`src/rtl/feistel64_pkg.sv`:
```
package feistel64_pkg;

  localparam int unsigned SBOX_SETS = 2;

  // Each entry packs one 4-bit box: output for input x sits at bits [4x+3:4x].
  localparam logic [63:0] TAB_Z [8] = '{
    64'h1F307D8E9B5A264C, 64'hF0DB74E1C5A93286,
    64'h069C471EDAF2853B, 64'hB9E35A076F4D128C,
    64'hC24BE390D618A5F7, 64'h0E34187BAC296FD5,
    64'h73AD0B4FC19652E8, 64'h2BC96AF43850DE71
  };

  localparam logic [63:0] TAB_T [8] = '{
    64'h35F7C1B6E08D29A4, 64'h95701832AFD6C4BE,
    64'hB9067CFE243AD185, 64'h352BC64EF9801AD7,
    64'h2B30E9A48DF517C6, 64'hEFC95863D1270AB4,
    64'hC2867EA095F314BD, 64'hC8B6E3294A750DF1
  };

  function automatic logic [3:0] sbox_nib(input int unsigned set,
                                          input logic [2:0] box,
                                          input logic [3:0] x);
    logic [63:0] row;
    row = (set == 1) ? TAB_T[box] : TAB_Z[box];
    return row[{x, 2'b00} +: 4];
  endfunction

endpackage

```
`src/rtl/feistel64_round.sv`:
```
module feistel64_round #(
  parameter int unsigned HALF_W   = 32,
  parameter int unsigned ROT      = 11,
  parameter int unsigned SBOX_SET = 0
) (
  input  logic [HALF_W-1:0] right_i,
  input  logic [HALF_W-1:0] subkey_i,
  output logic [HALF_W-1:0] mix_o
);
  localparam int unsigned NIBS = HALF_W / 4;

  logic [HALF_W-1:0] sum;
  logic [HALF_W-1:0] subst;

  assign sum = right_i + subkey_i;

  for (genvar g = 0; g < NIBS; g++) begin : g_box
    assign subst[4*g +: 4] = feistel64_pkg::sbox_nib(SBOX_SET, 3'(g), sum[4*g +: 4]);
  end

  assign mix_o = {subst[HALF_W-1-ROT:0], subst[HALF_W-1:HALF_W-ROT]};
endmodule

```
`src/rtl/feistel64_keysel.sv`:
```
module feistel64_keysel #(
  parameter int unsigned KEY_W  = 256,
  parameter int unsigned HALF_W = 32,
  parameter int unsigned ROUNDS = 32,
  parameter int unsigned CNT_W  = 5
) (
  input  logic [KEY_W-1:0]  key_i,
  input  logic [CNT_W-1:0]  round_i,
  input  logic              decrypt_i,
  output logic [HALF_W-1:0] subkey_o
);
  localparam int unsigned NWORDS = KEY_W / HALF_W;
  localparam int unsigned IDX_W  = $clog2(NWORDS);
  localparam int unsigned PASSES = ROUNDS / NWORDS;
  localparam logic [CNT_W-1:0] ENC_TURN = CNT_W'((PASSES - 1) * NWORDS);
  localparam logic [CNT_W-1:0] DEC_TURN = CNT_W'(NWORDS);

  logic [HALF_W-1:0] words [NWORDS];
  logic [IDX_W-1:0]  pos;
  logic [IDX_W-1:0]  idx;
  logic              reverse;

  for (genvar j = 0; j < NWORDS; j++) begin : g_word
    assign words[j] = key_i[KEY_W-1-HALF_W*j -: HALF_W];
  end

  assign pos      = round_i[IDX_W-1:0];
  assign reverse  = decrypt_i ? (round_i >= DEC_TURN) : (round_i >= ENC_TURN);
  assign idx      = reverse ? ~pos : pos;
  assign subkey_o = words[idx];
endmodule

```
`src/rtl/feistel64_ctrl.sv`:
```
module feistel64_ctrl #(
  parameter int unsigned ROUNDS = 32,
  parameter int unsigned CNT_W  = 5
) (
  input  logic             clk,
  input  logic             rst,
  input  logic             start_i,
  output logic             accept_o,
  output logic             busy_o,
  output logic             last_o,
  output logic [CNT_W-1:0] round_o
);
  localparam logic [CNT_W-1:0] LAST_RND = CNT_W'(ROUNDS - 1);

  logic             busy_q;
  logic [CNT_W-1:0] cnt_q;

  assign accept_o = start_i && !busy_q;
  assign last_o   = busy_q && (cnt_q == LAST_RND);
  assign busy_o   = busy_q;
  assign round_o  = cnt_q;

  always_ff @(posedge clk) begin
    if (rst) begin
      busy_q <= 1'b0;
      cnt_q  <= '0;
    end else if (accept_o) begin
      busy_q <= 1'b1;
      cnt_q  <= '0;
    end else if (busy_q) begin
      cnt_q <= cnt_q + 1'b1;
      if (last_o) busy_q <= 1'b0;
    end
  end
endmodule

```
`src/rtl/feistel64_core.sv`:
```
module feistel64_core #(
  parameter int unsigned BLOCK_W  = 64,
  parameter int unsigned KEY_W    = 256,
  parameter int unsigned ROUNDS   = 32,
  parameter int unsigned SBOX_SET = 0
) (
  input  logic               clk,
  input  logic               rst,
  input  logic               start_i,
  input  logic               decrypt_i,
  input  logic [KEY_W-1:0]   key_i,
  input  logic [BLOCK_W-1:0] block_i,
  output logic [BLOCK_W-1:0] block_o,
  output logic               done_o
);
  localparam int unsigned HALF_W = BLOCK_W / 2;
  localparam int unsigned CNT_W  = $clog2(ROUNDS);

  logic [HALF_W-1:0]  left_q, right_q;
  logic [KEY_W-1:0]   key_q;
  logic               dec_q;
  logic [BLOCK_W-1:0] out_q;
  logic               done_q;

  logic               accept, busy, last;
  logic [CNT_W-1:0]   round_idx;
  logic [HALF_W-1:0]  subkey, mix, new_left;

  feistel64_ctrl #(.ROUNDS(ROUNDS), .CNT_W(CNT_W)) ctrl_i (
    .clk(clk), .rst(rst), .start_i(start_i),
    .accept_o(accept), .busy_o(busy), .last_o(last), .round_o(round_idx)
  );

  feistel64_keysel #(.KEY_W(KEY_W), .HALF_W(HALF_W), .ROUNDS(ROUNDS), .CNT_W(CNT_W)) keysel_i (
    .key_i(key_q), .round_i(round_idx), .decrypt_i(dec_q), .subkey_o(subkey)
  );

  feistel64_round #(.HALF_W(HALF_W), .ROT(11), .SBOX_SET(SBOX_SET)) round_i (
    .right_i(right_q), .subkey_i(subkey), .mix_o(mix)
  );

  assign new_left = left_q ^ mix;

  always_ff @(posedge clk) begin
    if (rst) begin
      left_q  <= '0;
      right_q <= '0;
      key_q   <= '0;
      dec_q   <= 1'b0;
      out_q   <= '0;
      done_q  <= 1'b0;
    end else begin
      done_q <= 1'b0;
      if (accept) begin
        left_q  <= block_i[BLOCK_W-1:HALF_W];
        right_q <= block_i[HALF_W-1:0];
        key_q   <= key_i;
        dec_q   <= decrypt_i;
      end else if (busy) begin
        if (last) begin
          out_q  <= {new_left, right_q};
          done_q <= 1'b1;
        end else begin
          left_q  <= right_q;
          right_q <= new_left;
        end
      end
    end
  end

  assign block_o = out_q;
  assign done_o  = done_q;
endmodule

```
`config.mk`:
```
export PLATFORM = sky130hd
export DESIGN_NAME = feistel64_core
export DESIGN_NICKNAME = d
export VERILOG_FILES = /design/src/rtl/feistel64_pkg.sv /design/src/rtl/feistel64_round.sv /design/src/rtl/feistel64_keysel.sv /design/src/rtl/feistel64_ctrl.sv /design/src/rtl/feistel64_core.sv
export SDC_FILE = /design/constraint.sdc
export NUM_CORES = 1
export LEC_CHECK = 0
export BUFFER_PORTS_ARGS = -buffer_cell sky130_fd_sc_hd__clkbuf_2
export CAP_MARGIN = 10
export CORE_MARGIN = 2
export CORE_UTILIZATION = 40
export DETAILED_ROUTE_END_ITERATION = 8
export PLACE_DENSITY = 0.69
export SYNTH_ARGS = -nofsm -noshare
export SYNTH_HDL_FRONTEND = slang
export SYNTH_HIERARCHICAL = 1
export SYNTH_SLANG_ARGS = --single-unit
```
`constraint.sdc`:
```
create_clock -name clk -period 5.5 [get_ports clk]
set_clock_uncertainty 0.1 [all_clocks]
set_input_delay 0 -clock clk [delete_from_list [all_inputs] [get_ports clk]]
set_output_delay 0 -clock clk [all_outputs]
set_load 0.01 [all_outputs]
```
**Word-level counts from Yosys, hierarchy flattened**

Cells that the tools add are included.

- Add/subtract/negate cells: 2
- $lt $le $gt $ge: 3
- Equal/unequal tests: 2
- Shift operators: 8
- Multiplexer cells: 15
- Bitwise gates (word level): 5
- Reduce and logical (&&, ||, !) cells: 8

Operator list:

| cell | count |
|---|---|
| $shiftx A64 B7 Y4 const A | 8 |
| $mux W32 | 8 |
| $bmux W32 S3 | 1 |
| $add A32 B32 Y32 | 1 |
| $xor A32 B32 Y32 | 1 |
| $add A5 B1 Y5 const B | 1 |
| $eq A5 B5 Y1 const B | 1 |
| $ge A5 B4 Y1 const B | 1 |
| $ge A5 B5 Y1 const B | 1 |
| $mux W1 | 5 |
| $ge A4 B4 Y1 const B | 1 |
| $not A3 Y4 | 1 |
| $mux W3 | 1 |
| $not A3 Y3 | 1 |
| $reduce_and A3 Y1 | 1 |
| $reduce_or A3 Y1 | 1 |
| $logic_and A1 B1 Y1 | 2 |
| $ne A2 B2 Y1 const B | 1 |
| $not A1 Y1 | 2 |
| $reduce_and A2 Y1 | 1 |
| $reduce_bool A2 Y1 | 1 |
| $reduce_or A2 Y1 | 1 |
| $logic_not A1 Y1 | 1 |

- Register bits: 392
- Bits of input ports: 324
- Output and inout bits: 65

**Depth between registers and ports, before layout**

- Word-level depth: 13
- Depth in mapped cells: 26

**By module**

Netlist, hierarchy kept.

Modules (own cells, without submodules):

| module | times used | cells each | area each (um^2) | sequential area each (um^2) |
|---|---|---|---|---|
| feistel64_core | 1 | 1494 | 14564.0 | 7727.4 |
| feistel64_keysel | 1 | 642 | 4470.5 | 0.0 |
| feistel64_round | 1 | 393 | 3002.9 | 0.0 |
| feistel64_ctrl | 1 | 31 | 286.5 | 120.1 |

**Least setup slack after synthesis**

No wires, ideal clock.

- Path type: reg2reg
- Start: register ctrl_i.cnt_q[3], in the netlist ctrl_i/round_o[3]
- End: register right_q[3]
- Arrival: 5.147 ns
- Data required time: 5.326 ns
- Path slack: 0.179 ns
- Cell stages (with the launch flop): 25
- Path buffers: 4
- Period minus slack after synthesis: 5.321 ns
- Path through: dfxtp_1 maj3_2 buf_6 buf_6 buf_6 buf_2 mux2i_1 o21ai_0 o221ai_1 ha_1 inv_1 fa_1 o21ai_2 a221o_1 a311oi_2 o41a_4 o21ai_0 a21oi_1 xor2_1 inv_1 ha_1 mux4_2 xor2_1 nand2_1 a31oi_1

- Cells in the longest elaborated chain, start to end: 13
- Elaborated cells between the ends (all ways): 18

Ends and longest elaborated chain:

| item | line | RTL |
|---|---|---|
| start, declared | feistel64_ctrl.sv:16 | `logic [CNT_W-1:0] cnt_q;` |
| start signal, assigned | feistel64_ctrl.sv:31 | `cnt_q <= cnt_q + 1'b1;` |
| $ge A5 B5 Y1 / $ge A5 B4 Y1 (equally long branches) | feistel64_keysel.sv:28 | `assign reverse = decrypt_i ? (round_i >= DEC_TURN) : (round_i >= ENC_TURN);` |
| $mux W1 * | feistel64_keysel.sv:28 |  |
| $mux W3 * | feistel64_keysel.sv:29 | `assign idx = reverse ? ~pos : pos;` |
| $not A3 Y4 (not written as such) * | feistel64_keysel.sv:30 | `assign subkey_o = words[idx];` |
| $bmux W32 S3 * | feistel64_keysel.sv:30 |  |
| $mux W32 (not written as such) * (2 in a row) | feistel64_keysel.sv:30 |  |
| via subkey[0] | feistel64_core.sv:27 | `logic [HALF_W-1:0] subkey, mix, new_left;` |
| $add A32 B32 Y32 * | feistel64_round.sv:15 | `assign sum = right_i + subkey_i;` |
| $shiftx A64 B7 Y4 * | feistel64_pkg.sv:25 | `return row[{x, 2'b00} +: 4];` |
| via mix[3] | feistel64_core.sv:27 |  |
| $xor A32 B32 Y32 * | feistel64_core.sv:42 | `assign new_left = left_q ^ mix;` |
| $mux W32 * | feistel64_core.sv:60 | `if (last) begin` |
| $mux W32 * | feistel64_core.sv:59 | `end else if (busy) begin` |
| $mux W32 * | feistel64_core.sv:54 | `if (accept) begin` |
| end signal, assigned | feistel64_core.sv:56 | `right_q <= block_i[HALF_W-1:0];` |
| end signal, assigned | feistel64_core.sv:65 | `right_q <= new_left;` |
| end, declared | feistel64_core.sv:19 | `logic [HALF_W-1:0] left_q, right_q;` |

The timed path passes the listed nets; every way through them passes the cells marked *. The select of a mux whose other input is x is not followed.
A chain may end at the register's enable or synchronous reset.

**Worst setup path in the final report**

- Start: register ctrl_i.cnt_q[3], in the netlist ctrl_i/round_o[3]
- End: register right_q[4]

Same word-level chain as after synthesis.

==> results by group <==
Clocking
  • Clk Latency, worst-skew pair: 0.60 ns
  • Deepest clock path buffer count: 3
  • Clock root buffer: clkbuf_16
  • CTS Sinks: 392
  • H-tree depth: 2
  • TritonCTS Buffers: 44
  • CTS tree: done
  • Clock-pin slew on the worst setup and hold paths: 0.06 ns

Die
  • Area of the core: 55,100 µm²
  • DIE WIDTH: 240 µm
  • Initial core utilization: 40.5%
  • Die area: 57,700 µm²
  • Row cnt: 86
  • I/O Pins: 389
  • Die height: 240 µm

Synth
  • Mapped cell area: 22,300 µm²
  • Mapped Nets: 2,950
  • Post-synth cell types: 79
  • Ys async rst share: 0%
  • Leading area contributor after synthesis: dfxtp_1
  • Main area contributors after synthesis: dfxtp_1, mux2i_1, nor2_1
  • Most frequent cell after synthesis: mux2i_1
  • Number of synthesized flops with an enable pin: 0
  • Top cells by count, synth: mux2i_1, dfxtp_1, nor2_1, nand2_1, a21oi_1
  • YS warnings: 6
  • Avg Inst Size Synth: 8.72 µm²
  • #FFs+latches synth: 392
  • Register area share after synthesis: 35.2%
  • Main synth FF type: dfxtp_1
  • Post-Synthesis Cells: 2,560
  • Synth top area share: 35.2%

Setup path
  • Critical Path RT: 5.90 ns
  • Cell depth of the worst setup path: 20
  • Setup crit end kind: register
  • Worst R2R Setup Slack: 0.04 ns
  • Buf+Inv Stages, Crit Path: 3
  • R2R cell count: 20
  • Worst r2r dst: right_q[4]$_SDFFE_PP0P_
  • Slowest CP cell: a221oi_1
  • Crit Path Category: reg2reg
  • Worst-path fanout max: 16
  • Crit Reg-Reg Startpoint: ctrl_i/round_o[3]$_SDFFE_PP0P_
  • Startpoint class of the critical path: register
  • Crit path max-delay family: compound AO/OA/AOI/OAI gates
  • Most used cell, CP: nand2_1
  • Arr. time, crit path: 5.85 ns
  • Worst path max stage delay: 0.58 ns
  • Critical Path, Cell by Cell: maj3_4 > mux2i_4 > buf_4 > clkbuf_16 > a221oi_1 > o221ai_1 > ha_1 > and4_1 > or3_1 > nand2_1 > nand2_1 > a21o_1 > a221oi_2 > xnor2_2 > inv_1 > ha_1 > mux4_2 > xor2_1 > nand2_1 > a31oi_1

Timing
  • Fin crit period: 5.46 ns
  • Rel. slew slack: 23.9%
  • Final setup vio count: 0
  • Hold_ws: 0.0881 ns
  • RSZ-0062 raised after global routing: yes
  • Period utilization: 99.2%
  • Least-Margin Pin Slew: 1.14 ns
  • Slew Limit Fails: 0
  • FMAX: 0.183 GHz
  • Fin. Hold Viols: 0
  • Total negative slack: 0 ns

Placed design
  • HPWL after DPL: 53.1 mm
  • Placed Instance Area: 25,000 µm²
  • Post-Place Cells: 3,582
  • RePlAce Congestion: 0.938
  • Port Buffers: 388

Worst hold path
  • Endpoint, Worst Hold: key_q[89]$_SDFFE_PP0P_
  • Worst hold path class: in2reg
  • Hold path startpoint: key_i[89]
  • Hold Crit Depth: 4

Cells and area
  • Layout cells sized above 1: 20.3%
  • Design area: 31,300 µm²
  • Layout area overhead: 40.3%
  • Final nets: 3,719
  • Fill cell count: 4,599
  • Post-Layout Cell Count: 4,118

Drt
  • DRC violations left: 0
  • Routed wire length: 84.0 mm
  • DR WL/cell: 20.4 µm
  • Antenna Nets Post-Route: 0
  • Vias: 22,298
  • First-pass detailed-route iteration total: 5
  • Vias/cell: 5.41
  • 1st-iter DRT viols: 1,707

Power
  • Total power: 8.53 mW
  • Max VDD drop: 254 µV
  • Power Density: 272 nW/µm²
  • Leak Pwr: 13.9 nW

Global routing
  • Vias in the first global route: 21,309
  • Largest net degree at the start of global routing: 159
  • Total GRT Usage: 27.7%
  • Grt ovf: 0
  • Initial antenna violation count: 5
  • First-pass GRT wire length: 124 mm

Flow run
  • Max Cap Violations: 0

Run status
  • Status: finished clean
## logic make-up after synthesis
kind of cell             synth area share (%)
AND/OR/NAND/NOR                          16.7
multiplexers                             20.9
adder cells (fa/ha/maj)                  3.92
flip-flops                               35.2
buffers and inverters                    6.27
AO/OA/AOI/OAI                            14.3
XOR/XNOR                                 2.71
## routing by layer
metal / vias to the layer above / wire (µm) / part of all wire [%] / global-route usage [%]
met5: - / 0 / 0 / 0
met4: 0 / 3560 / 4.2 / 11.5
met3: 216 / 5700 / 6.8 / 4.09
met2: 950 / 38900 / 46 / 45.7
met1: 10537 / 35900 / 43 / 36.3
li1: 10595 / - / - / -
## metrics by stage
stage,worst slack [ns],util (%)
after floorplan,0.179,-
after global placement,-0.158,45.4
after detailed placement,-0.309,45.4
after CTS,0.0174,55.9
after global routing,-0.0204,56.9
final,0.0440,56.9
## worst reg2reg max path, delay by kind of cell, from the launching register on
kind	cells	cell delay (ns)
AO/OA/AOI/OAI	5	1.60
XOR/XNOR	2	0.42
adder cells (fa/ha/maj)	3	0.96
buffers and inverters	3	0.49
flip-flops	1	0.35
multiplexers	2	0.70
AND/OR/NAND/NOR	5	0.74
## how the worst max path moves through the flow
stage	from	end	slack, ns
2_1_floorplan	ctrl_i/round_o[3]$_SDFFE_PP0P_	right_q[3]$_SDFFE_PP0P_	0.18
3_3_place_gp	ctrl_i/round_o[3]$_SDFFE_PP0P_	right_q[8]$_SDFFE_PP0P_	-0.16
3_5_place_dp	ctrl_i/round_o[3]$_SDFFE_PP0P_	right_q[8]$_SDFFE_PP0P_	-0.31
4_1_cts	ctrl_i/round_o[3]$_SDFFE_PP0P_	right_q[4]$_SDFFE_PP0P_	0.02
5_1_grt	dec_q$_SDFFE_PP0P_	right_q[8]$_SDFFE_PP0P_	-0.02
6_report	ctrl_i/round_o[3]$_SDFFE_PP0P_	right_q[4]$_SDFFE_PP0P_	0.04
## cells in the final DEF (no fill, tap or decap), drive strengths merged, types with 34 or more instances in the layout
master       netlist  layout
clkbuf           106     453
dlygate4sd3        0     425
mux2i            395     395
dfxtp            392     392
nor2             386     386
nand2            160     160
a21oi            135     135
o21ai            114     114
buf               97     109
inv              103     105
nor3              70      70
or3               66      66
ha                65      65
xor2              49      49
mux2              37      37
o21a              36      36
a31oi             35      35
o2111ai           35      35
and3b             34      34
## power breakdown
part           total, mW  switching (mW)  internal, mW
clock network       3.05            1.29          1.76
logic               2.28            1.17          1.10
registers           3.21           0.198          3.01
total               8.53            2.66          5.87
## timing repair
item / in CTS / in global routing
hold endpoints to repair: 344 / 0
pin swaps: 0 / 18
gates resized for setup: 5 / 46
hold buffers: 425 / 0
setup buffers: 0 / 19
setup endpoints to repair: 30 / 33
gates cloned: 0 / 5
## sequential cells by signal, summed over array words and instances (netlist names)
register,count
key_q,256
block_o,64
left_q,32
right_q,32
ctrl_i/round_o,5
ctrl_i/busy_o,1
dec_q,1
done_o,1
## area by class of cell
| type | instances | area (µm²) | share of cell area (%) |
|---|---|---|---|
| Timing Repair Buffer | 925 | 7260 | 23.2 |
| Clock buffer | 62 | 1260 | 4.03 |
| Tap cell | 748 | 936 | 2.99 |
| Clock inverter | 20 | 230 | 0.735 |
| Multi-Input combinational cell | 1863 | 13400 | 42.7 |
| Inverter | 103 | 387 | 1.23 |
| Sequential cell | 392 | 7860 | 25.1 |
| Antenna cell | 5 | 12.5 | 0.0399 |
Note: power is estimated with default switching activity, not from simulation.
